**src/rtl/cfg_chain_pkg.sv**
```systemverilog
package cfg_chain_pkg;

    localparam int HDR_BITS = 40;
    localparam int LEN_W    = 24;

    localparam logic [7:0] PREAMBLE   = 8'hFF;
    localparam logic [3:0] START_CODE = 4'b0010;
    localparam logic [3:0] TAIL_CODE  = 4'hF;

    typedef enum logic [2:0] {
        ST_IDLE,
        ST_HDR,
        ST_DATA,
        ST_PAD,
        ST_DONE
    } st_e;

    function automatic logic [HDR_BITS-1:0] make_hdr(input logic [LEN_W-1:0] len);
        return {PREAMBLE, START_CODE, len, TAIL_CODE};
    endfunction

endpackage

```
**src/rtl/cfg_len_calc.sv**
```systemverilog
module cfg_len_calc
    import cfg_chain_pkg::*;
#(
    parameter int TOT_W = 32,
    parameter int DEV_W = 4
) (
    input  logic [TOT_W-1:0] total_i,
    input  logic [DEV_W-1:0] ndev_i,
    output logic [LEN_W-1:0] len_o,
    output logic             ovf_o
);
    localparam int SUM_W = TOT_W + 2;

    logic [SUM_W-1:0] sum;

    always_comb begin
        sum   = {2'b00, total_i} + SUM_W'(HDR_BITS) + SUM_W'(ndev_i);
        len_o = sum[LEN_W-1:0];
        ovf_o = |sum[SUM_W-1:LEN_W];
    end

endmodule

```
**src/rtl/cfg_hdr_shift.sv**
```systemverilog
module cfg_hdr_shift
    import cfg_chain_pkg::*;
(
    input  logic                clk,
    input  logic                rst_n,
    input  logic                load_i,
    input  logic [HDR_BITS-1:0] load_val_i,
    input  logic                shift_i,
    output logic                msb_o
);
    logic [HDR_BITS-1:0] sr_d, sr_q;

    always_comb begin
        sr_d = sr_q;
        if (load_i)
            sr_d = load_val_i;
        else if (shift_i)
            sr_d = {sr_q[HDR_BITS-2:0], 1'b0};
    end

    always_ff @(posedge clk or negedge rst_n) begin
        if (!rst_n) sr_q <= '0;
        else        sr_q <= sr_d;
    end

    assign msb_o = sr_q[HDR_BITS-1];

    // the header register is never reloaded while it is being shifted out
    a_r1_load_shift_excl: assert property (@(posedge clk) disable iff (!rst_n)
        !(load_i && shift_i));

endmodule

```
**src/rtl/cfg_chain_streamer.sv**
```systemverilog
module cfg_chain_streamer
    import cfg_chain_pkg::*;
#(
    parameter int TOT_W    = 32,
    parameter int DEV_W    = 4,
    parameter int PAD_BITS = 20
) (
    input  logic             clk,
    input  logic             rst_n,
    input  logic             start_i,
    input  logic [TOT_W-1:0] total_bits_i,
    input  logic [DEV_W-1:0] num_dev_i,
    input  logic             din_i,
    input  logic             din_valid_i,
    output logic             din_ready_o,
    output logic             sdo_o,
    output logic             cclk_en_o,
    output logic             busy_o,
    output logic             done_o,
    output logic             err_o
);
    localparam int HCNT_W = $clog2(HDR_BITS);
    localparam int PAD_W  = $clog2((1 << DEV_W) + PAD_BITS + 1);

    typedef struct packed {
        st_e               st;
        logic [HCNT_W-1:0] hcnt;
        logic [TOT_W-1:0]  rem;
        logic [PAD_W-1:0]  pad;
        logic              sdo;
        logic              en;
        logic              busy;
        logic              done;
        logic              err;
    } reg_t;

    reg_t r_d, r_q;

    logic [LEN_W-1:0] len;
    logic             ovf;
    logic             hdr_load, hdr_shift, hdr_msb;

    cfg_len_calc #(.TOT_W(TOT_W), .DEV_W(DEV_W)) i_len (
        .total_i (total_bits_i),
        .ndev_i  (num_dev_i),
        .len_o   (len),
        .ovf_o   (ovf)
    );

    cfg_hdr_shift i_hdr (
        .clk        (clk),
        .rst_n      (rst_n),
        .load_i     (hdr_load),
        .load_val_i (make_hdr(len)),
        .shift_i    (hdr_shift),
        .msb_o      (hdr_msb)
    );

    always_comb begin
        r_d       = r_q;
        r_d.en    = 1'b0;
        r_d.sdo   = 1'b0;
        r_d.done  = 1'b0;
        r_d.err   = 1'b0;
        hdr_load  = 1'b0;
        hdr_shift = 1'b0;
        unique case (r_q.st)
            ST_IDLE: begin
                r_d.busy = 1'b0;
                if (start_i) begin
                    if (ovf) begin
                        r_d.err = 1'b1;
                    end else begin
                        hdr_load = 1'b1;
                        r_d.st   = ST_HDR;
                        r_d.hcnt = HCNT_W'(HDR_BITS - 1);
                        r_d.rem  = total_bits_i;
                        r_d.pad  = PAD_W'(num_dev_i) + PAD_W'(PAD_BITS - 1);
                        r_d.busy = 1'b1;
                    end
                end
            end
            ST_HDR: begin
                r_d.en    = 1'b1;
                r_d.sdo   = hdr_msb;
                hdr_shift = 1'b1;
                r_d.hcnt  = r_q.hcnt - HCNT_W'(1);
                if (r_q.hcnt == '0)
                    r_d.st = (r_q.rem == '0) ? ST_PAD : ST_DATA;
            end
            ST_DATA: begin
                if (din_valid_i) begin
                    r_d.en  = 1'b1;
                    r_d.sdo = din_i;
                    r_d.rem = r_q.rem - TOT_W'(1);
                    if (r_q.rem == TOT_W'(1))
                        r_d.st = ST_PAD;
                end
            end
            ST_PAD: begin
                r_d.en  = 1'b1;
                r_d.sdo = 1'b1;
                r_d.pad = r_q.pad - PAD_W'(1);
                if (r_q.pad == '0)
                    r_d.st = ST_DONE;
            end
            ST_DONE: begin
                r_d.busy = 1'b0;
                r_d.done = 1'b1;
                r_d.st   = ST_IDLE;
            end
            default: r_d.st = ST_IDLE;
        endcase
    end

    always_ff @(posedge clk or negedge rst_n) begin
        if (!rst_n) begin
            r_q      <= '0;
            r_q.st   <= ST_IDLE;
        end else begin
            r_q <= r_d;
        end
    end

    assign din_ready_o = (r_q.st == ST_DATA);
    assign sdo_o       = r_q.sdo;
    assign cclk_en_o   = r_q.en;
    assign busy_o      = r_q.busy;
    assign done_o      = r_q.done;
    assign err_o       = r_q.err;

    // every configuration clock falls inside a busy window
    a_r7_en_inside_busy: assert property (@(posedge clk) disable iff (!rst_n)
        cclk_en_o |-> busy_o);

    // done is a single-cycle pulse that ends a busy window
    a_r7_done_pulse: assert property (@(posedge clk) disable iff (!rst_n)
        done_o |=> !done_o);
    a_r7_done_after_busy: assert property (@(posedge clk) disable iff (!rst_n)
        done_o |-> ($past(busy_o) && !busy_o));

    // a stalled data cycle yields no clock next cycle
    a_r4_stall_no_clk: assert property (@(posedge clk) disable iff (!rst_n)
        (din_ready_o && !din_valid_i) |=> !cclk_en_o);

    // an accepted bit is clocked out next cycle unchanged
    a_r3_accept_passes: assert property (@(posedge clk) disable iff (!rst_n)
        (din_ready_o && din_valid_i) |=> (cclk_en_o && (sdo_o == $past(din_i))));

    // a refused job never looks busy
    a_r8_err_not_busy: assert property (@(posedge clk) disable iff (!rst_n)
        err_o |-> (!busy_o && !cclk_en_o));

    // ready only while a job runs
    a_r11_ready_in_job: assert property (@(posedge clk) disable iff (!rst_n)
        din_ready_o |-> busy_o);

endmodule

```
**config.mk**
```make
export PLATFORM = sky130hd
export DESIGN_NAME = cfg_chain_streamer
export DESIGN_NICKNAME = d
export VERILOG_FILES = /design/src/rtl/cfg_chain_pkg.sv /design/src/rtl/cfg_len_calc.sv /design/src/rtl/cfg_hdr_shift.sv /design/src/rtl/cfg_chain_streamer.sv
export SDC_FILE = /design/constraint.sdc
export NUM_CORES = 1
export LEC_CHECK = 0
export BUFFER_PORTS_ARGS = -buffer_cell sky130_fd_sc_hd__buf_2
export CORE_MARGIN = 2
export CORE_UTILIZATION = 50
export CTS_CLUSTER_DIAMETER = 60
export DETAILED_ROUTE_END_ITERATION = 8
export GPL_TIMING_DRIVEN = 0
export PLACE_DENSITY = 0.68
export SYNTH_ARGS = -nofsm -noshare
export SYNTH_HDL_FRONTEND = slang
export SYNTH_SLANG_ARGS = --single-unit
```
**constraint.sdc**
```tcl
create_clock -name clk -period 7 [get_ports clk]
set_input_delay 0 -clock clk [delete_from_list [all_inputs] [get_ports clk]]
set_output_delay 0 -clock clk [all_outputs]
set_load 0.01 [all_outputs]
```
Yosys cells after proc, flatten, opt, wreduce, memory -nomap -nowiden
Cells that the tools add are included.
{ "totals": {"output_inout_bits": 6, "register_bits": 92, "input_bits": 41} }
{ "classes": {"n_mux": 25, "reduce_logical": 14, "n_eq_ne": 11, "add_sub_neg": 6} }
{ "ops": {"columns": ["operator", "n"], "rows": [
  ["two-way mux 47 bit", 2],
  ["two-way mux 40 bit", 2],
  ["one-hot mux 32 bit (2 select lines)", 1],
  ["adder 34 x 4 -> 34 bit", 1],
  ["adder 32 x 6 -> 33 bit, second input constant", 1],
  ["equality test 32 x 1 -> 1 bit, second input constant", 1],
  ["zero test 32 bit", 1],
  ["two-way mux 32 bit", 1],
  ["subtractor 32 x 1 -> 32 bit, second input constant", 1],
  ["one-hot mux 6 bit (2 select lines)", 2],
  ["zero test 6 bit", 2],
  ["two-way mux 3 bit", 4],
  ["one-hot mux 3 bit (4 select lines)", 1],
  ["subtractor 6 x 1 -> 6 bit, second input constant", 2],
  ["inequality test 2 bit, second input constant", 5],
  ["nonzero test 2 bit", 5],
  ["OR reduction 10 bit", 1],
  ["two-way mux 1 bit", 9],
  ["adder 4 x 5 -> 6 bit, second input constant", 1],
  ["equality test 3 x 2 -> 1 bit, second input constant", 2],
  ["one-hot mux 2 bit (3 select lines)", 1],
  ["AND reduction 3 bit", 2],
  ["AND reduction 6 bit", 1],
  ["AND reduction 4 bit", 1],
  ["6 further kinds", 6]
]} }

Depth between registers and ports, before layout
{ "depth": {"depth_word": 7, "mapped_depth": 15, "depth_no_buf": 13} }

Modules after synthesis
Synthesis repeated with hierarchy kept, for this count alone.
{ "hier_totals": {"cells_unflattened": 825, "area_unflattened_um2": 6874.1} }
{ "by_module_without_submodules": {"columns": ["module", "area_per_inst_um2", "n_inst", "cells_each"], "rows": [
  ["cfg_chain_streamer", 3228.1, 1, 392],
  ["cfg_hdr_shift", 1896.8, 1, 174],
  ["cfg_len_calc", 1749.2, 1, 259]
]} }

Worst setup path after synthesis
OpenSTA, ideal clock, no wires.
{ "synth_path": {"path_kind": "input port to flip-flop", "from": "input port total_bits_i[3]", "to": "register r_q[6] (netlist name)", "setup_time_ns": 0.087, "arrival_time_ns": 3.588, "stages": 14, "setup_slack_ns": 3.325, "path_buffers": 3, "t_required_ns": 6.913, "path_cell_list": "ha_1 > buf_2 > nor2b_1 > a32oi_1 > o32a_1 > a311o_1 > or4b_1 > or3_1 > a2111o_1 > or3_1 > buf_4 > buf_6 > o21a_1 > a22oi_1"} }
{ "synth_between": {"elab_chain_len": 5} }
{ "synth_rtl": {"columns": ["item", "line_no", "rtl"], "rows": [
  ["start: declaration", "cfg_chain_streamer.sv:11", "input logic [TOT_W-1:0] total_bits_i,"],
  ["adder 32 x 6 -> 33 bit", "cfg_len_calc.sv:17", "sum = {2'b00, total_i} + SUM_W'(HDR_BITS) + SUM_W'(ndev_i);"],
  ["adder 34 x 4 -> 34 bit", "cfg_len_calc.sv:17", null],
  ["OR reduction 10 bit", "cfg_len_calc.sv:19", "ovf_o = |sum[SUM_W-1:LEN_W];"],
  ["inequality test 2 bit (no line)", null, null],
  ["AND reduction 3 bit (no line)", null, null],
  ["end signal: assignment", "cfg_chain_streamer.sv:121", "r_q <= r_d;"],
  ["end: declaration", "cfg_chain_streamer.sv:37", "reg_t r_d, r_q;"]
]} }
No other way between the ends.
A chain may end at the register's enable or synchronous reset.

Worst setup path after layout
{ "layout_path": {"from": "input port total_bits_i[4]", "to": "register r_q[10] (netlist name)"} }
Same word-level chain as after synthesis.

==> results.md <==
- Metal3 WL: 1.382 mm
- Setup Skew: ~0.010 ns
- Post-CTS Repair Setup Buffers: 0
- Row count: 42
- Area grow syn2layout: 10.88%
- Layout cells sized above 1: 8.667%
- Slew Viols, Final: 0
- Fmax: 0.2284 GHz
- First-pass GRT wire length: ~33 mm
- Initial antenna violation count: 0
- Syn Area/Cell: around 7.7 um^2
- DP Worst Slack: roughly 2.3 ns
- Count of nets after finishing: 972
- Final Critical Period: around 4.4 ns
- Pleak: 2.867 nW
- Vias: around 6900
- Die footprint: 0.01443 mm^2
- Crit Path Category: in2reg
- CTS Sinks: 92
- Delay-heaviest family, CP: simple AND/OR/NAND/NOR gates
- Mapped Area: 0.006741 mm^2
- Synthesis warning total: 0
- VDD IR max: 0.1331 mV
- Clk_lat worst skew: 0.35 ns
- Max_cap viols: 0
- Crit path max fanout: 10
- Slew margin rel.: 44.15%
- Clock Pin Slew Worst Setup and Hold Paths: 0.07 ns
- Sequential area share after synthesis: 34.15%
- Starting density of the core: 51.11%
- Setup TNS: 0 ns
- CP endpoint kind: register
- Synth Instances: 873
- Hold Path Class: in2reg
- Clock root cell: clkbuf_16
- Antenna-violating nets left: 0
- HPWL after DPL: roughly 15 mm
- Routability-driven placement congestion ratio: 0.9907
- Number of setup violations in the final report: 0
- Starting DRT DRC Count: 732
- Placeable Area: between 0.01 and 0.015 mm^2
- Top Layer Used: met4
- CTS tree: yes
- Syn_nets: 927
- Largest net degree at the start of global routing: 71
- Ys flop type: dfrtp_1
- RSZ-0062 raised after global routing: no
- Final Worst Setup Slack: 2.622 ns
- DRT Wirelength: between 20 and 25 mm
- Top-level port count: 47
- Wire per inst: 18.38 um
- Run status: finished, final reports clean
- Unique masters post-synth: 77
- DR pass1 iterations: 5
- Critical-path cell with the highest stage delay: a2111oi_0
- Total CTS buffers: 9
- PD cells: 270.6 mW/mm^2
- PortBufs: 31
- Hold Slack: 0.01428 ns
- WP data arrival: 4.63 ns
- CTS H-tree lvls: 3
- Max incr delay on CP: 0.62 ns
- Fin. Hold Viols: 0
- CP Buf/Inv Count: 4
- Vias in the first global route: 6252
- Worst-Margin Slew: 0.8301 ns
- CP startpoint kind: input pin
- Ys async rst share: 100.0%
- CP cell instances: buf_2, ha_1, buf_2, or2_0, clkbuf_1, nand3b_1, a2111oi_0, or2_2, or4b_1, or3_1, a2111o_1, nor3_2, clkbuf_1, a22oi_1, o31a_1
- Die height: 120.1 um
- Residual DRC: 0
- WL met2: 8.888 mm
- Horiz. Die Dim: 120.1 um
- Worst-case clock buffer depth: 2
- Vias/cell: 6.248
- M1 wire length: 9.320 mm
- Critical Path RT: 7.25 ns
- Period utilization: 62.54%
- Post-synth EDFFs: 0
- # diodes: 0
- Number of synthesized register bits: 92
- Total grt overflow: 0
- Total Routing Usage GR: 28.46%
cells in the final DEF, fill, tap and decap left out, drive strengths merged, types with 6 or more instances in the layout:
| cell | synthesis | layout |
|---|---|---|
| xnor2 | 28 | 28 |
| o21a | 7 | 7 |
| nor2b | 9 | 9 |
| buf | 17 | 49 |
| nor3 | 34 | 34 |
| nand4 | 15 | 15 |
| dfrtp | 92 | 92 |
| ha | 12 | 12 |
| nand3 | 53 | 53 |
| a31oi | 43 | 43 |
| a21oi | 43 | 43 |
| o31ai | 7 | 7 |
| nand2b | 9 | 9 |
| inv | 15 | 17 |
| nor3b | 6 | 6 |
| or3 | 12 | 12 |
| nor4 | 13 | 13 |
| o22ai | 16 | 16 |
| nand2 | 153 | 153 |
| nor2 | 67 | 67 |
| clkbuf | 47 | 57 |
| o21ai | 49 | 49 |
| xor2 | 18 | 18 |
path summary, 6_finish.rpt:
check / startpoint / endpoint / slack (ns) / depth (start not counted)
hold reg to reg: r_q[48] / r_q[48] / 0.49 / 2
setup / recovery: total_bits_i[4] / r_q[10] / 2.62 / 15
max in group asynchronous: rst_n / i_hdr.sr_q[2] / 6.26 / 3
hold / removal: din_valid_i / cclk_en_o / 0.01 / 3
min in group asynchronous: rst_n / cclk_en_o / 0.09 / 2
setup reg to reg: r_q[15] / r_q[36] / 3.42 / 10
kinds of logic (layout without fill, tap and decap cells):
| logic type | count (synthesis) | count (layout) | share of synthesized area (%) |
|---|---|---|---|
| xor gates and xnor gates | 46 | 46 | 5.976 |
| DFF | 92 | 92 | 34.15 |
| AOI/OAI and AO/OA | 224 | 224 | 21.51 |
| and+or+nand+nor | 413 | 413 | 30.20 |
| adders and majority gates | 13 | 13 | 2.524 |
| muxes | 5 | 5 | 0.7424 |
| buffers and inverters | 80 | 130 | 4.900 |
per-layer routing:
metal  up-vias  global-route usage [%]
li1       3265                       -
met1      3274                   40.80
met2       281                   42.54
met3        47                   4.990
met4         0                   11.25
met5         -                       0
report_power, final:
group / internal (mW) / switching, mW / leakage, nW / total, mW
clock network: 0.289 / 0.225 / 0.149 / 0.515
registers: 0.748 / 0.180 / 1.13 / 0.928
logic: 0.239 / 0.341 / 1.59 / 0.580
per-stage QoR:
step | utilization [%] | cell area [um^2] | power (mW) | instances
floorplan | - | 6741 | 1.319 | 873
global placement | 53.96 | 7117 | 1.482 | 1080
detailed placement | 54.18 | 7147 | 1.501 | 1081
CTS | 56.67 | 7475 | 2.020 | 1099
global route | 56.67 | 7475 | 2.149 | 1099
finish | 56.67 | 7475 | 2.022 | 1099
worst min-delay path, delay by kind of cell:
| kind | cells | cell delay, ns |
|---|---|---|
| buf+inv | 1 | 0.16 |
| compound gates | 1 | 0.08 |
| simple gates | 1 | 0.08 |
cells in the mapped netlist (6+ instances only):
| library cell | count | area share, % |
|---|---|---|
| o21ai_0 | 46 | 3.4 |
| nor2_1 | 67 | 3.7 |
| inv_1 | 15 | 0.84 |
| clkbuf_1 | 44 | 2.4 |
| o21a_1 | 7 | 0.78 |
| xnor2_1 | 28 | 3.6 |
| nor3_1 | 33 | 2.4 |
| nor4_1 | 12 | 1.1 |
| o31ai_1 | 7 | 0.78 |
| nand3_1 | 53 | 3.9 |
| dfrtp_1 | 92 | 34 |
| nand2b_1 | 9 | 0.84 |
| nor2b_1 | 9 | 0.84 |
| xor2_1 | 18 | 2.3 |
| or3_1 | 12 | 1.1 |
| a21oi_1 | 43 | 3.2 |
| o22ai_1 | 16 | 1.5 |
| ha_1 | 12 | 2.2 |
| a31oi_1 | 43 | 4.0 |
| buf_2 | 12 | 0.89 |
| nor3b_1 | 6 | 0.67 |
| nand2_1 | 153 | 8.5 |
| nand4_1 | 13 | 1.2 |
sequential cells by signal, indices dropped and copies added (netlist names):
name	flops
busy_o	1
cclk_en_o	1
done_o	1
err_o	1
i_hdr.sr_q	40
r_q	47
sdo_o	1
what timing repair did:
item	CTS	global route
gates resized for setup	0	0
hold buffers	2	0
hold endpoints to repair	93	0
area by class of cell:
cell class	instances	area, um^2
plain buffers	64	270.3
clock buffers	10	239.0
clock inverters	6	68.82
fillers	1255	5715
inverters	16	60.06
multi-input cells	701	4109
flip-flops and latches	92	2302
well taps	176	220.2
repair buffers	34	205.2
Power figures use the tool's default switching activity.
